==> src/rtl/sadc_pkg.sv <==
`timescale 1ns/1ps
package sadc_pkg;

  localparam int CMD_W = 8;

  typedef enum logic [2:0] {
    ST_IDLE,
    ST_CMD_LO,
    ST_CMD_HI,
    ST_WAIT_LO,
    ST_WAIT_HI,
    ST_RD_HI,
    ST_RD_LO,
    ST_DONE
  } seqState_t;

  // strobes from the controller to the datapath
  typedef struct packed {
    logic loadCmd;
    logic shiftCmd;
    logic sampleBit;
    logic phaseClr;
    logic bitClr;
    logic bitStep;
    logic tmoClr;
    logic sclkNext;
    logic csNNext;
    logic validNext;
    logic tmoNext;
  } seqCtl_t;

  // command word: start, channel, polarity, input mode, power-down
  function automatic logic [CMD_W-1:0] packCmd(input logic [2:0] chan,
                                               input logic       unipolar,
                                               input logic       single,
                                               input logic [1:0] power);
    return {1'b1, chan, unipolar, single, power};
  endfunction

endpackage

==> src/rtl/sadc_sync.sv <==
`timescale 1ns/1ps
module sadc_sync #(
  parameter int   STAGES  = 2,
  parameter logic RST_VAL = 1'b1
) (
  input  logic clk,
  input  logic rstN,
  input  logic asyncIn,
  output logic syncOut
);

  logic [STAGES-1:0] chain;

  always_ff @(posedge clk or negedge rstN) begin
    if (!rstN) chain <= {STAGES{RST_VAL}};
    else       chain <= {chain[STAGES-2:0], asyncIn};
  end

  assign syncOut = chain[STAGES-1];

endmodule

==> src/rtl/sadc_ctrl.sv <==
`timescale 1ns/1ps
module sadc_ctrl
  import sadc_pkg::*;
(
  input  logic    clk,
  input  logic    rstN,
  input  logic    reqValid,
  input  logic    strobeSync,
  input  logic    halfDone,
  input  logic    lastCmdBit,
  input  logic    lastDataBit,
  input  logic    tmoHit,
  output logic    reqReady,
  output seqCtl_t ctl
);

  seqState_t stateQ, stateD;

  always_ff @(posedge clk or negedge rstN) begin
    if (!rstN) stateQ <= ST_IDLE;
    else       stateQ <= stateD;
  end

  assign reqReady = (stateQ == ST_IDLE);

  always_comb begin
    stateD        = stateQ;
    ctl           = '0;
    ctl.phaseClr  = 1'b1;
    ctl.tmoClr    = 1'b1;
    ctl.csNNext   = 1'b1;
    ctl.sclkNext  = 1'b0;
    unique case (stateQ)
      ST_IDLE: begin
        if (reqValid) begin
          ctl.loadCmd = 1'b1;
          ctl.bitClr  = 1'b1;
          ctl.csNNext = 1'b0;
          stateD      = ST_CMD_LO;
        end
      end
      ST_CMD_LO: begin
        ctl.csNNext = 1'b0;
        if (halfDone) begin
          ctl.sclkNext = 1'b1;
          stateD       = ST_CMD_HI;
        end else begin
          ctl.phaseClr = 1'b0;
        end
      end
      ST_CMD_HI: begin
        ctl.csNNext = 1'b0;
        if (halfDone) begin
          ctl.shiftCmd = 1'b1;
          if (lastCmdBit) begin
            ctl.csNNext = 1'b1;
            stateD      = ST_WAIT_LO;
          end else begin
            ctl.bitStep = 1'b1;
            stateD      = ST_CMD_LO;
          end
        end else begin
          ctl.phaseClr = 1'b0;
          ctl.sclkNext = 1'b1;
        end
      end
      ST_WAIT_LO: begin
        ctl.tmoClr = 1'b0;
        if (!strobeSync) begin
          stateD = ST_WAIT_HI;
        end else if (tmoHit) begin
          ctl.tmoNext = 1'b1;
          stateD      = ST_IDLE;
        end
      end
      ST_WAIT_HI: begin
        ctl.tmoClr = 1'b0;
        if (strobeSync) begin
          ctl.csNNext  = 1'b0;
          ctl.sclkNext = 1'b1;
          ctl.bitClr   = 1'b1;
          stateD       = ST_RD_HI;
        end else if (tmoHit) begin
          ctl.tmoNext = 1'b1;
          stateD      = ST_IDLE;
        end
      end
      ST_RD_HI: begin
        ctl.csNNext = 1'b0;
        if (halfDone) begin
          stateD = ST_RD_LO;
        end else begin
          ctl.phaseClr = 1'b0;
          ctl.sclkNext = 1'b1;
        end
      end
      ST_RD_LO: begin
        ctl.csNNext = 1'b0;
        if (halfDone) begin
          ctl.sampleBit = 1'b1;
          ctl.sclkNext  = 1'b1;
          if (lastDataBit) begin
            ctl.validNext = 1'b1;
            stateD        = ST_DONE;
          end else begin
            ctl.bitStep = 1'b1;
            stateD      = ST_RD_HI;
          end
        end else begin
          ctl.phaseClr = 1'b0;
        end
      end
      ST_DONE: begin
        stateD = ST_IDLE;
      end
      default: stateD = ST_IDLE;
    endcase
  end

  // a readback can only be entered from the high-strobe wait
  assert_read_after_wait_R3: assert property (@(posedge clk) disable iff (!rstN)
    (stateD == ST_RD_HI && stateQ != ST_RD_LO && stateQ != ST_RD_HI)
      |-> (stateQ == ST_WAIT_HI && strobeSync));

endmodule

==> src/rtl/sadc_dpath.sv <==
`timescale 1ns/1ps
module sadc_dpath
  import sadc_pkg::*;
#(
  parameter int DATA_W    = 12,
  parameter int HALF_DIV  = 50,
  parameter int TMO_LIMIT = 1000
) (
  input  logic              clk,
  input  logic              rstN,
  input  seqCtl_t           ctl,
  input  logic [CMD_W-1:0]  cmdWord,
  input  logic              misoIn,
  output logic              halfDone,
  output logic              lastCmdBit,
  output logic              lastDataBit,
  output logic              tmoHit,
  output logic              sclkQ,
  output logic              csNQ,
  output logic              mosiOut,
  output logic              validQ,
  output logic              tmoQ,
  output logic [DATA_W-1:0] resultQ
);

  localparam int MAX_BITS = (DATA_W > CMD_W) ? DATA_W : CMD_W;
  localparam int HALF_W   = $clog2(HALF_DIV + 1);
  localparam int BIT_W    = $clog2(MAX_BITS + 1);
  localparam int TMO_W    = $clog2(TMO_LIMIT + 1);

  logic [HALF_W-1:0] halfCnt;
  logic [BIT_W-1:0]  bitCnt;
  logic [TMO_W-1:0]  tmoCnt;
  logic [CMD_W-1:0]  cmdSr;
  logic [DATA_W-1:0] resSr;

  always_ff @(posedge clk or negedge rstN) begin
    if (!rstN) begin
      halfCnt <= '0;
      bitCnt  <= '0;
      tmoCnt  <= '0;
      cmdSr   <= '0;
      resSr   <= '0;
      sclkQ   <= 1'b0;
      csNQ    <= 1'b1;
      validQ  <= 1'b0;
      tmoQ    <= 1'b0;
    end else begin
      halfCnt <= ctl.phaseClr ? '0 : halfCnt + 1'b1;
      if (ctl.bitClr)       bitCnt <= '0;
      else if (ctl.bitStep) bitCnt <= bitCnt + 1'b1;
      tmoCnt <= ctl.tmoClr ? '0 : tmoCnt + 1'b1;
      if (ctl.loadCmd)       cmdSr <= cmdWord;
      else if (ctl.shiftCmd) cmdSr <= {cmdSr[CMD_W-2:0], 1'b0};
      if (ctl.sampleBit)     resSr <= {resSr[DATA_W-2:0], misoIn};
      sclkQ  <= ctl.sclkNext;
      csNQ   <= ctl.csNNext;
      validQ <= ctl.validNext;
      tmoQ   <= ctl.tmoNext;
    end
  end

  assign halfDone    = (halfCnt == HALF_W'(HALF_DIV - 1));
  assign lastCmdBit  = (bitCnt == BIT_W'(CMD_W - 1));
  assign lastDataBit = (bitCnt == BIT_W'(DATA_W - 1));
  assign tmoHit      = (tmoCnt == TMO_W'(TMO_LIMIT - 1));
  assign mosiOut     = cmdSr[CMD_W-1];
  assign resultQ     = resSr;

  // a data bit is taken only while the serial clock is low, as it rises
  assert_sample_on_rise_R5: assert property (@(posedge clk) disable iff (!rstN)
    ctl.sampleBit |-> (!sclkQ && !csNQ && ctl.sclkNext));

  // the command register is empty once the command has left
  assert_cmd_drained_R3: assert property (@(posedge clk) disable iff (!rstN)
    (csNQ && !ctl.loadCmd) |-> !mosiOut);

endmodule

==> src/rtl/sadc_host_seq.sv <==
`timescale 1ns/1ps
module sadc_host_seq
  import sadc_pkg::*;
#(
  parameter int DATA_W      = 12,
  parameter int HALF_DIV    = 50,
  parameter int TMO_LIMIT   = 1000,
  parameter int SYNC_STAGES = 2
) (
  input  logic              clk,
  input  logic              rstN,
  input  logic              reqValid,
  output logic              reqReady,
  input  logic [2:0]        cfgChan,
  input  logic              cfgUnipolar,
  input  logic              cfgSingle,
  input  logic [1:0]        cfgPower,
  output logic              csN,
  output logic              sclk,
  output logic              mosi,
  input  logic              miso,
  input  logic              convStrobe,
  output logic              sampleValid,
  output logic [DATA_W-1:0] sampleData,
  output logic              timeoutErr
);

  seqCtl_t          ctl;
  logic             strobeSync;
  logic             halfDone, lastCmdBit, lastDataBit, tmoHit;
  logic [CMD_W-1:0] cmdWord;

  assign cmdWord = packCmd(cfgChan, cfgUnipolar, cfgSingle, cfgPower);

  sadc_sync #(.STAGES(SYNC_STAGES), .RST_VAL(1'b1)) sync_i (
    .clk     (clk),
    .rstN    (rstN),
    .asyncIn (convStrobe),
    .syncOut (strobeSync)
  );

  sadc_ctrl ctrl_i (
    .clk         (clk),
    .rstN        (rstN),
    .reqValid    (reqValid),
    .strobeSync  (strobeSync),
    .halfDone    (halfDone),
    .lastCmdBit  (lastCmdBit),
    .lastDataBit (lastDataBit),
    .tmoHit      (tmoHit),
    .reqReady    (reqReady),
    .ctl         (ctl)
  );

  sadc_dpath #(.DATA_W(DATA_W), .HALF_DIV(HALF_DIV), .TMO_LIMIT(TMO_LIMIT)) dpath_i (
    .clk         (clk),
    .rstN        (rstN),
    .ctl         (ctl),
    .cmdWord     (cmdWord),
    .misoIn      (miso),
    .halfDone    (halfDone),
    .lastCmdBit  (lastCmdBit),
    .lastDataBit (lastDataBit),
    .tmoHit      (tmoHit),
    .sclkQ       (sclk),
    .csNQ        (csN),
    .mosiOut     (mosi),
    .validQ      (sampleValid),
    .tmoQ        (timeoutErr),
    .resultQ     (sampleData)
  );

  // with the converter deselected the serial clock rests low
  assert_sclk_rest_R3: assert property (@(posedge clk) disable iff (!rstN)
    csN |-> !sclk);

  // ready only while the bus is quiet
  assert_ready_quiet_R2: assert property (@(posedge clk) disable iff (!rstN)
    reqReady |-> (csN && !sclk && !sampleValid));

  // command data never moves while the serial clock is high
  assert_mosi_hold_R1: assert property (@(posedge clk) disable iff (!rstN)
    (!csN && sclk) |-> $stable(mosi));

  // the valid pulse is one cycle wide and the bus closes after it
  assert_valid_pulse_R6: assert property (@(posedge clk) disable iff (!rstN)
    sampleValid |=> (!sampleValid && csN && !sclk && reqReady));

  // timeout and result are exclusive, timeout lands in idle
  assert_timeout_idle_R7: assert property (@(posedge clk) disable iff (!rstN)
    timeoutErr |-> (!sampleValid && reqReady && csN) ##1 !timeoutErr);

endmodule

==> config.mk <==
export PLATFORM = sky130hd
export DESIGN_NAME = sadc_host_seq
export DESIGN_NICKNAME = d
export VERILOG_FILES = /design/src/rtl/sadc_pkg.sv /design/src/rtl/sadc_sync.sv /design/src/rtl/sadc_ctrl.sv /design/src/rtl/sadc_dpath.sv /design/src/rtl/sadc_host_seq.sv
export SDC_FILE = /design/constraint.sdc
export NUM_CORES = 1
export LEC_CHECK = 0
export BUFFER_PORTS_ARGS = -buffer_cell sky130_fd_sc_hd__buf_2
export CORE_AREA = 2 2 71 73
export DETAILED_ROUTE_END_ITERATION = 10
export DIE_AREA = 0 0 73 75
export GPL_ROUTABILITY_DRIVEN = 0
export PLACE_DENSITY = 0.72
export RECOVER_POWER = 50
export SETUP_SLACK_MARGIN = 0.4
export SYNTH_ARGS = -nofsm -noshare
export SYNTH_HDL_FRONTEND = slang
export SYNTH_HIERARCHICAL = 1
export SYNTH_SLANG_ARGS = --single-unit
export TNS_END_PERCENT = 50
==> constraint.sdc <==
create_clock -name clk -period 1.6 [get_ports clk]
set_input_delay 0.32 -clock clk [delete_from_list [all_inputs] [get_ports clk]]
set_output_delay 0.32 -clock clk [all_outputs]
set_load 0.05 [all_outputs]
* After elaboration in Yosys (flattened, before gate mapping)
Cells that the tools add are included.
Word-level totals: flip-flop bits (word level) 49, input bits 12, logic and storage cells 83
Cells by class: add/sub/neg operators 3, equality and inequality tests 16, mux-type cells 44, reductions and logical operators 9
Operator list (count):
- $mux W3 | 8
- $pmux W3 S8 | 1
- $mux W1 | 21
- $mux W8 | 2
- $eq A3 B3 Y1 const B | 4
- $add A10 B1 Y10 const B | 1
- $eq A10 B10 Y1 const B | 1
- $mux W10 | 1
- $mux W4 | 2
- $ne A2 B1 Y1 const B | 4
- $add A6 B1 Y6 const B | 1
- $eq A3 B2 Y1 const B | 2
- $eq A6 B6 Y1 const B | 1
- $mux W2 | 3
- $mux W6 | 1
- $pmux W1 S2 | 3
- $reduce_or A2 Y1 | 3
- $reduce_and A5 Y1 | 1
- $add A4 B1 Y4 const B | 1
- $eq A4 B3 Y1 const B | 1
- $eq A4 B4 Y1 const B | 1
- $pmux W1 S4 | 1
- $reduce_bool A2 Y1 | 2
- $reduce_or A4 Y1 | 1
- other kinds (5) | 5

* Longest topological paths before layout
Gate-level depths: netlist of the first run.
word-level depth 6, gate-level depth with buffers 10

* Hierarchy
Netlist of the first run, hierarchy kept.
By module, submodules not included:
- sadc_dpath | times used 1, cells each 151, area an instance 1815.5 µm²
- sadc_ctrl | times used 1, cells each 52, area an instance 415.4 µm²
- sadc_sync | times used 1, cells each 2, area an instance 52.6 µm²
- sadc_host_seq | times used 1, cells each 1, area an instance 3.8 µm²

* Worst setup path before layout of the first run
No wires, ideal clock.
kind register to register, start point register ctrl_i.stateQ[1], end point register dpath_i.cmdSr[5], data arrival time 2.368 ns, slack -0.904 ns, cell stages (with the launch flop) 6, path buffers 2, clock period less this slack 2.504 ns, path through dfrtp_1 > buf_6 > nor3_1 > and2_1 > clkbuf_1 > o21ai_0
RTL lines:
- start, declared | RTL line sadc_ctrl.sv:17 | seqState_t stateQ, stateD;
- start signal, assigned | RTL line sadc_ctrl.sv:21 | else stateQ <= stateD;
- end signal, assigned | RTL line sadc_dpath.sv:53 | if (ctl.loadCmd) cmdSr <= cmdWord;
- end signal, assigned | RTL line sadc_dpath.sv:54 | else if (ctl.shiftCmd) cmdSr <= {cmdSr[CMD_W-2:0], 1'b0};
- end, declared | RTL line sadc_dpath.sv:34 | logic [CMD_W-1:0] cmdSr;

==> out/qor.yml, run 1 <==
h-tree-depth: 2
clock-sinks: 49
intPower_mw: 1.567
fillerInstances: 337
busiest_layer: "met2"
slew_headroom_pct: 22.10
pre_cts_ws_ns: -0.1583
layout-drive-gt1-share_pct: 44.94
antenna_left: 0
cpMostUsedCell: "nor2_4"
synth_nets: 222
netSwitchingFraction_pct: 22.06
clock_path_buffers: 2
synth_seq_area_share_pct: 53.77
startpoint: "dpath_i/halfCnt[1]"
required_ns: 1.78
numCtsBuffers: 5
slowest_delay_ns: 0.38
dieArea_um2: 5475
setup.worst_path.end: "dpath_i/cmdSr[2]"
yosysWarnings: 6
area_delta_synth_final_pct: 35.39
crit_path_max_fanout: 8
die_h_um: 75
wl_per_cell_um: 16.02
reg2reg_to: "dpath_i/cmdSr[2]"
grt_start_max_net_pins: 50
hpwl_mm: 2.911
setup_tns_ns: -1.638
status: "finished, violations left"
crit_family: "simple AND/OR/NAND/NOR gates"
netlist_instances: 206
grt_pass1_vias: 1587
p_switching_uw: 443.3
finalCriticalPeriod_ns: 1.725
pwr-share-seq_pct: 62.0
holdBufCountCts: 0
dr.pass1.iters: 4
power_per_cell_area_nw_per_um2: 649.0
grt_pass1_wl_mm: 7.631
violations: "negative setup slack"
wirelength_mm: 5.144
worstSetupPathType: "reg2reg"
gr-usage-met2_pct: 31.93
hold_viol: 0
met1_usage_pct: 22.30
ys.flop_type: "dfrtp_1"
max-vdd-ir-drop_mv: 0.3555
p_leak_nw: 1.312
clkTransAtPathRegs_ns: 0.08
slowest_stage: "dfrtp_1"
antenna_found_initial: 0
critPathLaunchType: "flop"
r2r_slack_ns: -0.12
grt_util_met3_pct: 4.552
root_buffer: "clkbuf_8"
start_util_pct: 49.07
async_flop_share_pct: 100.0
drcViolationCount: 0
fin_ws_ns: -0.1246
cts_tree: "yes"
worstPathCellList: "inv_1 > ha_1 > nand4b_1 > nor2_4 > nand2_2 > nor2_4 > buf_8 > mux2i_2 > o21ai_1"
r2r-start: "dpath_i/halfCnt[1]"
hold_path.class: "in2reg"
io_pins: 30
setup_violations: 30
nNetsFinal: 282
p_comb_share_pct: 2.1
insertion_delay_ns: 0.30
r2r_cells: 9
via_per_inst: 5.464
dr_total_vias: 1754
clock_power_share_pct: 35.9
io_buffers: 29
die_x_um: 73
crit_buf_inv: 2
syn_area_um2: 2287
ys_types: 48
cp.depth: 9
fin_skew_ns: 0.01053
coreArea_um2: 4661
synth_edf_count: 0
synth.avg_cell_area_um2: 11.10
crit_arrival_ns: 1.91
tightestPinTransition_ns: 1.168
slew_violations: 0
ys_ff_latch: 49
rsz0062_at_grt: "yes"
timing.final.crit_share_pct: 107.8
grtUsageTotal_pct: 18.46
grt-ovfl-total: 0
end_kind: "flop"
drt_iter0_markers: 117
cap_violations: 0
antennaDiodeCount: 0
rows: 25
clock.fmax_ghz: 0.5799
[registers in the layout, summed over array words and instances, names as in the netlist]
| register | count |
|---|---|
| dpath_i/resultQ | 12 |
| ctrl_i/stateQ | 3 |
| sync_i/chain | 2 |
| dpath_i/halfCnt | 6 |
| dpath_i/sclkQ | 1 |
| dpath_i/csNQ | 1 |
| dpath_i/validQ | 1 |
| dpath_i/tmoCnt | 10 |
| dpath_i/tmoQ | 1 |
| dpath_i/cmdSr | 8 |
| dpath_i/bitCnt | 4 |
[power by group through the flow]
stage / Combinational, mW / Sequential [mW] / Clock, mW
2_1_floorplan: 0.00473 / 1.27 / 0
3_3_place_gp: 0.0486 / 1.27 / 0
3_5_place_dp: 0.0488 / 1.27 / 0
4_1_cts: 0.0492 / 1.24 / 0.739
5_1_grt: 0.0505 / 1.25 / 0.798
6_report: 0.0428 / 1.25 / 0.722
[synthesized netlist by cell type (4+ instances only)]
cell type | number | share of area [%]
a21oi_1 | 9 | 2.0
buf_2 | 4 | 0.88
dfrtp_1 | 46 | 50
ha_1 | 4 | 2.2
inv_1 | 4 | 0.66
mux2_2 | 12 | 5.9
mux2i_1 | 9 | 3.9
nand2_1 | 16 | 2.6
nand3_1 | 5 | 1.1
nor2_1 | 21 | 3.4
o21ai_0 | 13 | 2.8
or3_1 | 4 | 1.1
xor2_1 | 6 | 2.3
[layer usage]
metal / up-vias / wire length, um
met4: 0 / 102
met1: 852 / 2066
li1: 836 / -
met5: - / 0
met3: 10 / 233
met2: 56 / 2742
[worst min path at each step]
stage	from	to	slack, ns	cells after the start
floorplan	rstN	ctrl_i/stateQ[0]	0.02	0
global placement	rstN	dpath_i/cmdSr[7]	0.32	2
detailed placement	rstN	dpath_i/cmdSr[7]	0.33	2
CTS	rstN	dpath_i/tmoQ	0.004	2
global route	convStrobe	sync_i/chain[0]	0.1	1
finish	convStrobe	sync_i/chain[0]	0.11	1
[cell families (layout without fill, tap and decap cells)]
family / count (synthesis) / in the layout / share of synthesized area [%]
AO/OA/AOI/OAI: 36 / 36 / 10.07
XOR/XNOR: 9 / 9 / 3.447
adder cells (fa/ha/maj): 4 / 4 / 2.188
buffers and inverters: 14 / 74 / 3.501
flip-flops: 49 / 49 / 53.77
multiplexers: 22 / 22 / 10.50
other: 1 / 1 / 0.1640
AND/OR/NAND/NOR: 71 / 72 / 16.36
[through the flow]
stage | std cells | instance area [um^2] | power (mW) | hold WS, ns | util (%)
floorplan | 206 | 2332 | 1.273 | 0.02441 | -
global placement | 300 | 2628 | 1.318 | 0.3238 | 56.38
detailed placement | 300 | 2628 | 1.318 | 0.3278 | 56.38
CTS | 312 | 2947 | 2.033 | 0.003896 | 63.22
global route | 321 | 3097 | 2.095 | 0.09940 | 66.44
finish | 321 | 3097 | 2.010 | 0.1148 | 66.44
[cell usage in the layout, fill, tap and decap left out, types with 2 or more instances in the layout]
cell type / instances
dfrtp_1: 43
buf_6: 28
nor2_1: 19
buf_4: 19
nand2_1: 13
buf_2: 11
mux2_4: 10
o21ai_1: 9
a21oi_1: 7
mux2i_1: 7
xor2_1: 6
clkbuf_8: 5
nand3_1: 5
o21ai_0: 4
a21oi_2: 3
nand2_2: 3
inv_1: 3
dfrtp_2: 3
nand4_1: 3
or3_1: 3
mux2_2: 3
dfstp_2: 3
and2_1: 2
nor2_4: 2
and3_4: 2
o31ai_2: 2
o31ai_1: 2
xnor2_1: 2
nand4b_1: 2
mux2i_2: 2
ha_1: 2
buf_8: 2
[final cells by class]
type | count | area (um^2) | share of cell area (%)
timing repair buffer | 61 | 548.0 | 17.70
multi-input combinational | 144 | 1140 | 36.81
clock buffer | 6 | 72.57 | 2.343
tap | 54 | 67.56 | 2.182
sequential | 49 | 1234 | 39.84
clock inverter | 2 | 13.76 | 0.4444
inverter | 5 | 21.27 | 0.6869
[repair_timing]
item                                    in CTS  in global routing
setup buffers                                3                  9
endpoints found under the setup margin      65                 65
gates resized for setup                     67                 26
gates cloned                                 1                  0
endpoints found under the hold margin        0                  0
pin swaps                                   20                 23
No activity file was read; power rests on OpenSTA's default activity.
==> run 2, diff against run 1 <==
- ABC_AREA: default -> 1
- BUFFER_PORTS_ARGS: -buffer_cell sky130_fd_sc_hd__buf_2 -> -buffer_cell sky130_fd_sc_hd__buf_4
- CORE_AREA: 2 2 71 73 -> 2 2 85 63
- DIE_AREA: 0 0 73 75 -> 0 0 87 65
- PLACE_DENSITY: 0.72 -> 0.71
==> out/qor.yml, run 2 <==
status: "finished, violations left"
violations: "negative setup slack"
ys.flop_type: "dfrtp_1"
grt_pass1_wl_mm: 8.507  # +11%
end_kind: "flop"
finalCriticalPeriod_ns: 1.673  # -0.05115 ns
ys_types: 27  # -44%
numCtsBuffers: 5  # unchanged
coreArea_um2: 4927  # +5.7%
die_x_um: 87  # +19%
crit_path_max_fanout: 5  # -3
synth_top_family_by_area: "simple AND/OR/NAND/NOR gates"
antennaDiodeCount: 0  # unchanged
antenna_left: 0  # unchanged
met1_usage_pct: 27.27  # +5.0 points
rsz0062_at_grt: "yes"
layout-drive-gt1-share_pct: 37.09  # -7.9 points
synth_nets: 290  # +31%
cts_tree: "yes"
layout_commonest_cell: "nand2_1"
synthAdderAreaFrac_pct: 2.154  # -0.034 points
largest_register_ffs: 12  # unchanged
grt-ovfl-total: 0  # unchanged
r2r-start: "dpath_i/halfCnt[1]"
timing.final.crit_share_pct: 104.6  # -3.2 points
nNetsFinal: 352  # +25%
gr-usage-met2_pct: 29.68  # -2.3 points
synth_top_area_cell: "dfrtp_1"
clkTransAtPathRegs_ns: 0.09  # about the same
busiest_layer: "met2"
utilization_pct: 63.76  # -2.7 points
clock_path_buffers: 2  # unchanged
grtUsageTotal_pct: 19.03  # +0.56 points
ys_ff_latch: 49  # unchanged
grt_util_met3_pct: 3.822  # -0.73 points
hold_path.class: "in2reg"
h-tree-depth: 2  # unchanged
min_from: "convStrobe"
dr_total_vias: 1951  # +11%
synthTopCellsByArea: "dfrtp_1 50%, nand2_1 10%, nor2_1 6.1%"
insertion_delay_ns: 0.30  # about the same
slew_violations: 0  # unchanged
crit_arrival_ns: 1.89  # -0.02 ns
setup_tns_ns: -0.4262  # +1.212 ns
yosysMostFrequentCell: "nand2_1"
p_leak_nw: 1.496  # +14%
reg2reg_to: "dpath_i/cmdSr[2]"
critPathLaunchType: "flop"
synth_compound_area_share_pct: 8.939  # -1.1 points
clock-sinks: 49  # unchanged
io_pins: 30  # unchanged
synth_seq_area_share_pct: 52.93  # -0.84 points
area_delta_synth_final_pct: 35.22
synthSimpleGateAreaFrac_pct: 27.73  # +11 points
hpwl_mm: 3.362  # +15%
synth_xor_area_share_pct: 0  # -3.4 points
required_ns: 1.82  # +0.04 ns
r2r_slack_ns: -0.07  # +0.05 ns
max-vdd-ir-drop_mv: 0.4425  # +24%
setup_violations: 11  # -63%
root_buffer: "clkbuf_8"
min_path_cells: 1  # unchanged
pre_cts_ws_ns: -0.05844  # +0.09985 ns
netlist_instances: 274  # +33%
grt_start_max_net_pins: 50  # unchanged
dr.pass1.iters: 4  # unchanged
io_buffers: 29  # unchanged
clock.fmax_ghz: 0.5976  # +3.1%
drcViolationCount: 0  # unchanged
via_per_inst: 4.914  # -10%
fin_skew_ns: 0.007364  # -0.003168 ns
worstSetupPathType: "reg2reg"
synth_edf_count: 0  # unchanged
dieArea_um2: 5655  # +3.3%
start_util_pct: 47.16  # -1.9 points
power_per_cell_area_nw_per_um2: 701.5  # +8.1%
fin_ws_ns: -0.07341  # +0.05115 ns
rows: 22  # -12%
final_cell_mix: "59 x nand2_1, 43 x dfrtp_1, 36 x buf_4"
wl_per_cell_um: 12.15  # -24%
antenna_found_initial: 0  # unchanged
wirelength_mm: 4.822  # -6.3%
min_to: "sync_i/chain[0]"
muxShareOfSynthArea_pct: 0.9693  # -9.5 points
yosysWarnings: 6  # unchanged
drt_iter0_markers: 97  # -17%
holdWs_ns: 0.1227  # +0.007944 ns
cap_violations: 0  # unchanged
synth.avg_cell_area_um2: 8.480  # -24%
tightestPinTransition_ns: 1.197  # +0.02900 ns
async_flop_share_pct: 100.0  # unchanged
slew_headroom_pct: 20.17  # -1.9 points
synth_top_area_share_pct: 49.54  # -0.79 points
hold_viol: 0  # unchanged
fin_cells: 397  # +24%
syn_area_um2: 2323  # +1.6%
die_h_um: 65  # -13%
grt_pass1_vias: 1927  # +21%
r2r_cells: 11  # +2
dpl.cell_count: 381  # +27%
synthTopCellsByCount: "63 x nand2_1, 46 x dfrtp_1, 38 x nor2_1"
## run 2: cell count changes in the layout (fill, tap and decap cells not counted), sizes merged, moves of 9 or more
cell   previous run  this run
a21oi            10        19
mux2             13         2
nand3             6        20
mux2i             9         0
nand2            17        65
inv               6        37
nor2             21        44
## run 2: worst max-delay path, stage by stage (launching register included)
cell and delay, ns:
dfrtp_1 0.39, inv_1 0.06, ha_1 0.15, inv_2 0.04
nor4_4 0.18, inv_1 0.15, buf_6 0.16, nor2_4 0.15
nand2_2 0.10, inv_2 0.09, nand2_1 0.06, o211ai_1 0.07
## run 2: kinds of logic (layout without fill, tap and decap cells)
logic type / count (synthesis) / in the layout
AOI/OAI and AO/OA: 39 / 39
adders and majority gates: 4 / 4
buffers and inverters: 41 / 104
DFF: 49 / 49
muxes: 2 / 2
other: 1 / 1
and+or+nand+nor: 138 / 138
## run 2: power breakdown
part	total [mW]	switching, mW	internal, mW
registers	1.26	0.00704	1.25
clock network	0.880	0.412	0.468
logic	0.0642	0.0404	0.0239
total	2.20	0.459	1.74
## run 2: metrics by stage
| step | area [um^2] | power, mW |
|---|---|---|
| 2_1_floorplan | 2364 | 1.299 |
| 5_1_grt | 3142 | 2.301 |
| 3_5_place_dp | 2795 | 1.350 |
| 3_3_place_gp | 2795 | 1.349 |
| 6_report | 3142 | 2.204 |
| 4_1_cts | 3054 | 2.236 |
## run 2: what timing repair did
action                                  in CTS  in global routing
gates resized for setup                     42                 16
buffers inserted                             3                  5
endpoints found under the setup margin      62                 63
hold buffers                                 0                  0
pin swaps                                   15                 11
## run 2: layout make-up
cell class                 instances  area (um^2)
clock buffer                       5        68.82
clock inverter                     3        46.29
fill                             393         1785
inverter                          37        143.9
multi-input combinational        184         1047
sequential                        49         1234
tap                               60        75.07
timing repair buffer              59        526.8
## run 2: worst max-delay path by stage
stage | from | end | slack (ns) | depth (start not counted)
2_1_floorplan | dpath_i/halfCnt[1] | dpath_i/bitCnt[3] | -0.09 | 11
3_3_place_gp | dpath_i/halfCnt[1] | dpath_i/bitCnt[3] | -0.02 | 11
3_5_place_dp | dpath_i/halfCnt[1] | dpath_i/cmdSr[6] | -0.06 | 10
4_1_cts | dpath_i/halfCnt[1] | dpath_i/cmdSr[6] | -0.06 | 10
5_1_grt | dpath_i/halfCnt[1] | dpath_i/bitCnt[3] | -0.21 | 11
6_report | dpath_i/halfCnt[1] | dpath_i/cmdSr[2] | -0.07 | 11
## run 2: routing by layer
layer | vias up | part of all wire [%]
met5 | - | 0
met1 | 916 | 48
met4 | 0 | 0.41
li1 | 997 | -
met3 | 2 | 3.0
met2 | 36 | 48
==> run 3, diff against run 2 <==
- BUFFER_PORTS_ARGS: -buffer_cell sky130_fd_sc_hd__buf_4 -> -buffer_cell sky130_fd_sc_hd__buf_2
==> out/qor.yml, run 3 (synthesis gave the netlist of run 2 again) <==
io_pins: 30  # unchanged
coreArea_um2: 4927  # unchanged
final_cell_mix: "61 x nand2_1, 43 x dfrtp_1, 31 x nor2_1, 31 x buf_4, 26 x inv_1"
clock-sinks: 49  # unchanged
area_delta_synth_final_pct: 35.54
die_h_um: 65  # unchanged
die_x_um: 87  # unchanged
worstSetupPathType: "reg2reg"
root_buffer: "clkbuf_8"
start_util_pct: 47.16  # unchanged
clock.fmax_ghz: 0.5917  # -0.98%
cap_violations: 0  # unchanged
slowest_stage: "dfrtp_1"
max-vdd-ir-drop_mv: 0.3076  # -30%
crit_arrival_ns: 1.90  # about the same
drcViolationCount: 0  # unchanged
rows: 22  # unchanged
critPathLaunchType: "flop"
antenna_found_initial: 0  # unchanged
violations: "negative setup slack"
fin_skew_ns: 0.005369  # -0.001996 ns
crit_buf_inv: 3  # -2
dieArea_um2: 5655  # unchanged
worstPathCellList: "inv_1 > ha_1 > inv_2 > nor4_4 > nand2_1 > nor3b_2 > buf_4 > a21oi_1 > a211oi_2"
p_total_mw: 2.240  # +1.6%
slowest_delay_ns: 0.39  # about the same
clkTransAtPathRegs_ns: 0.09  # about the same
slew_violations: 0  # unchanged
setup_violations: 12  # +1
crit_path_max_fanout: 4  # -1
antenna_left: 0  # unchanged
timing.final.crit_share_pct: 105.6  # +1.0 points
hpwl_mm: 3.360  # about the same
dr.pass1.iters: 4  # unchanged
via_per_inst: 5.020  # +2.1%
power_per_cell_area_nw_per_um2: 711.2  # +1.4%
nNetsFinal: 359  # +2.0%
io_buffers: 29  # unchanged
wl_per_cell_um: 12.05  # -0.82%
end_kind: "flop"
clock_path_buffers: 2  # unchanged
hold_path.class: "in2reg"
numCtsBuffers: 5  # unchanged
tightestPinTransition_ns: 0.9962  # -0.2012 ns
dr_total_vias: 2028  # +3.9%
holdWs_ns: 0.1156  # -0.007072 ns
antennaDiodeCount: 0  # unchanged
status: "finished, violations left"
design_area_um2: 3149  # +0.24%
p_leak_nw: 1.528  # +2.1%
grt_start_max_net_pins: 33  # -34%
grt_pass1_vias: 1819  # -5.6%
cts_tree: "yes"
largest_register_ffs: 12  # unchanged
wirelength_mm: 4.867  # +0.93%
layout_commonest_cell: "nand2_1"
rsz0062_at_grt: "yes"
h-tree-depth: 2  # unchanged
slew_headroom_pct: 33.58  # +13 points
fin_ws_ns: -0.08999  # -0.01658 ns
dpl-instance-area_um2: 2750  # -1.6%
drt_iter0_markers: 110  # +13%
fillerInstances: 408  # +3.8%
grt_pass1_wl_mm: 8.204  # -3.6%
hold_viol: 0  # unchanged
insertion_delay_ns: 0.29  # about the same
layout-drive-gt1-share_pct: 35.47  # -1.6 points
required_ns: 1.81  # about the same
pre_cts_ws_ns: -0.07487  # -0.01644 ns
grtUsageTotal_pct: 18.52  # -0.50 points
setup_tns_ns: -0.4289  # -0.002667 ns
crit_family: "simple AND/OR/NAND/NOR gates"
grt-ovfl-total: 0  # unchanged
finalCriticalPeriod_ns: 1.690  # +0.01658 ns
[run 3: layer usage]
| metal | track usage, % | vias to the layer above | routed length (um) |
|---|---|---|---|
| met1 | 25.02 | 975 | 2294 |
| met4 | 5.273 | 0 | 25 |
| met2 | 30.15 | 37 | 2355 |
| met3 | 3.822 | 2 | 191 |
| li1 | - | 1014 | - |
| met5 | 0 | - | 0 |
[run 3: layout make-up]
cell class              count  area [um^2]  share of cell area (%)
multi-input cells         184         1022                   32.46
flip-flops and latches     49         1234                   39.17
repair buffers             66        559.3                   17.76
clock inverters             2        37.54                   1.192
inverters                  37        138.9                   4.410
clock buffers               6        82.58                   2.622
well taps                  60        75.07                   2.384
[run 3: worst paths after layout]
check / startpoint / end / slack [ns] / depth (start not counted)
setup / recovery: dpath_i/halfCnt[1] / dpath_i/bitCnt[2] / -0.09 / 9
hold reg to reg: sync_i/chain[0] / sync_i/chain[1] / 0.36 / 0
max in group asynchronous: rstN / sync_i/chain[0] / 0.14 / 3
setup reg to reg: dpath_i/halfCnt[1] / dpath_i/bitCnt[2] / -0.09 / 9
min in group asynchronous: rstN / dpath_i/cmdSr[2] / 0.70 / 2
hold / removal: convStrobe / sync_i/chain[0] / 0.12 / 1
[run 3: power breakdown]
group / internal, mW / total [mW] / switching, mW
logic: 0.0236 / 0.0648 / 0.0412
clock network: 0.508 / 0.916 / 0.407
registers: 1.25 / 1.26 / 0.00678
[run 3: what timing repair did]
action	4_1_cts	5_1_grt
hold buffers	1	0
endpoints found under the hold margin	16	0
pin swaps	6	8
endpoints found under the setup margin	63	65
resized for setup	39	24
buffers inserted	5	6
cloned	0	1
[run 3: per-stage QoR]
| step | std cells | utilization, % |
|---|---|---|
| 2_1_floorplan | 274 | - |
| 3_3_place_gp | 383 | 55.82 |
| 3_5_place_dp | 383 | 55.82 |
| 4_1_cts | 397 | 61.53 |
| 5_1_grt | 404 | 63.92 |
| 6_report | 404 | 63.92 |
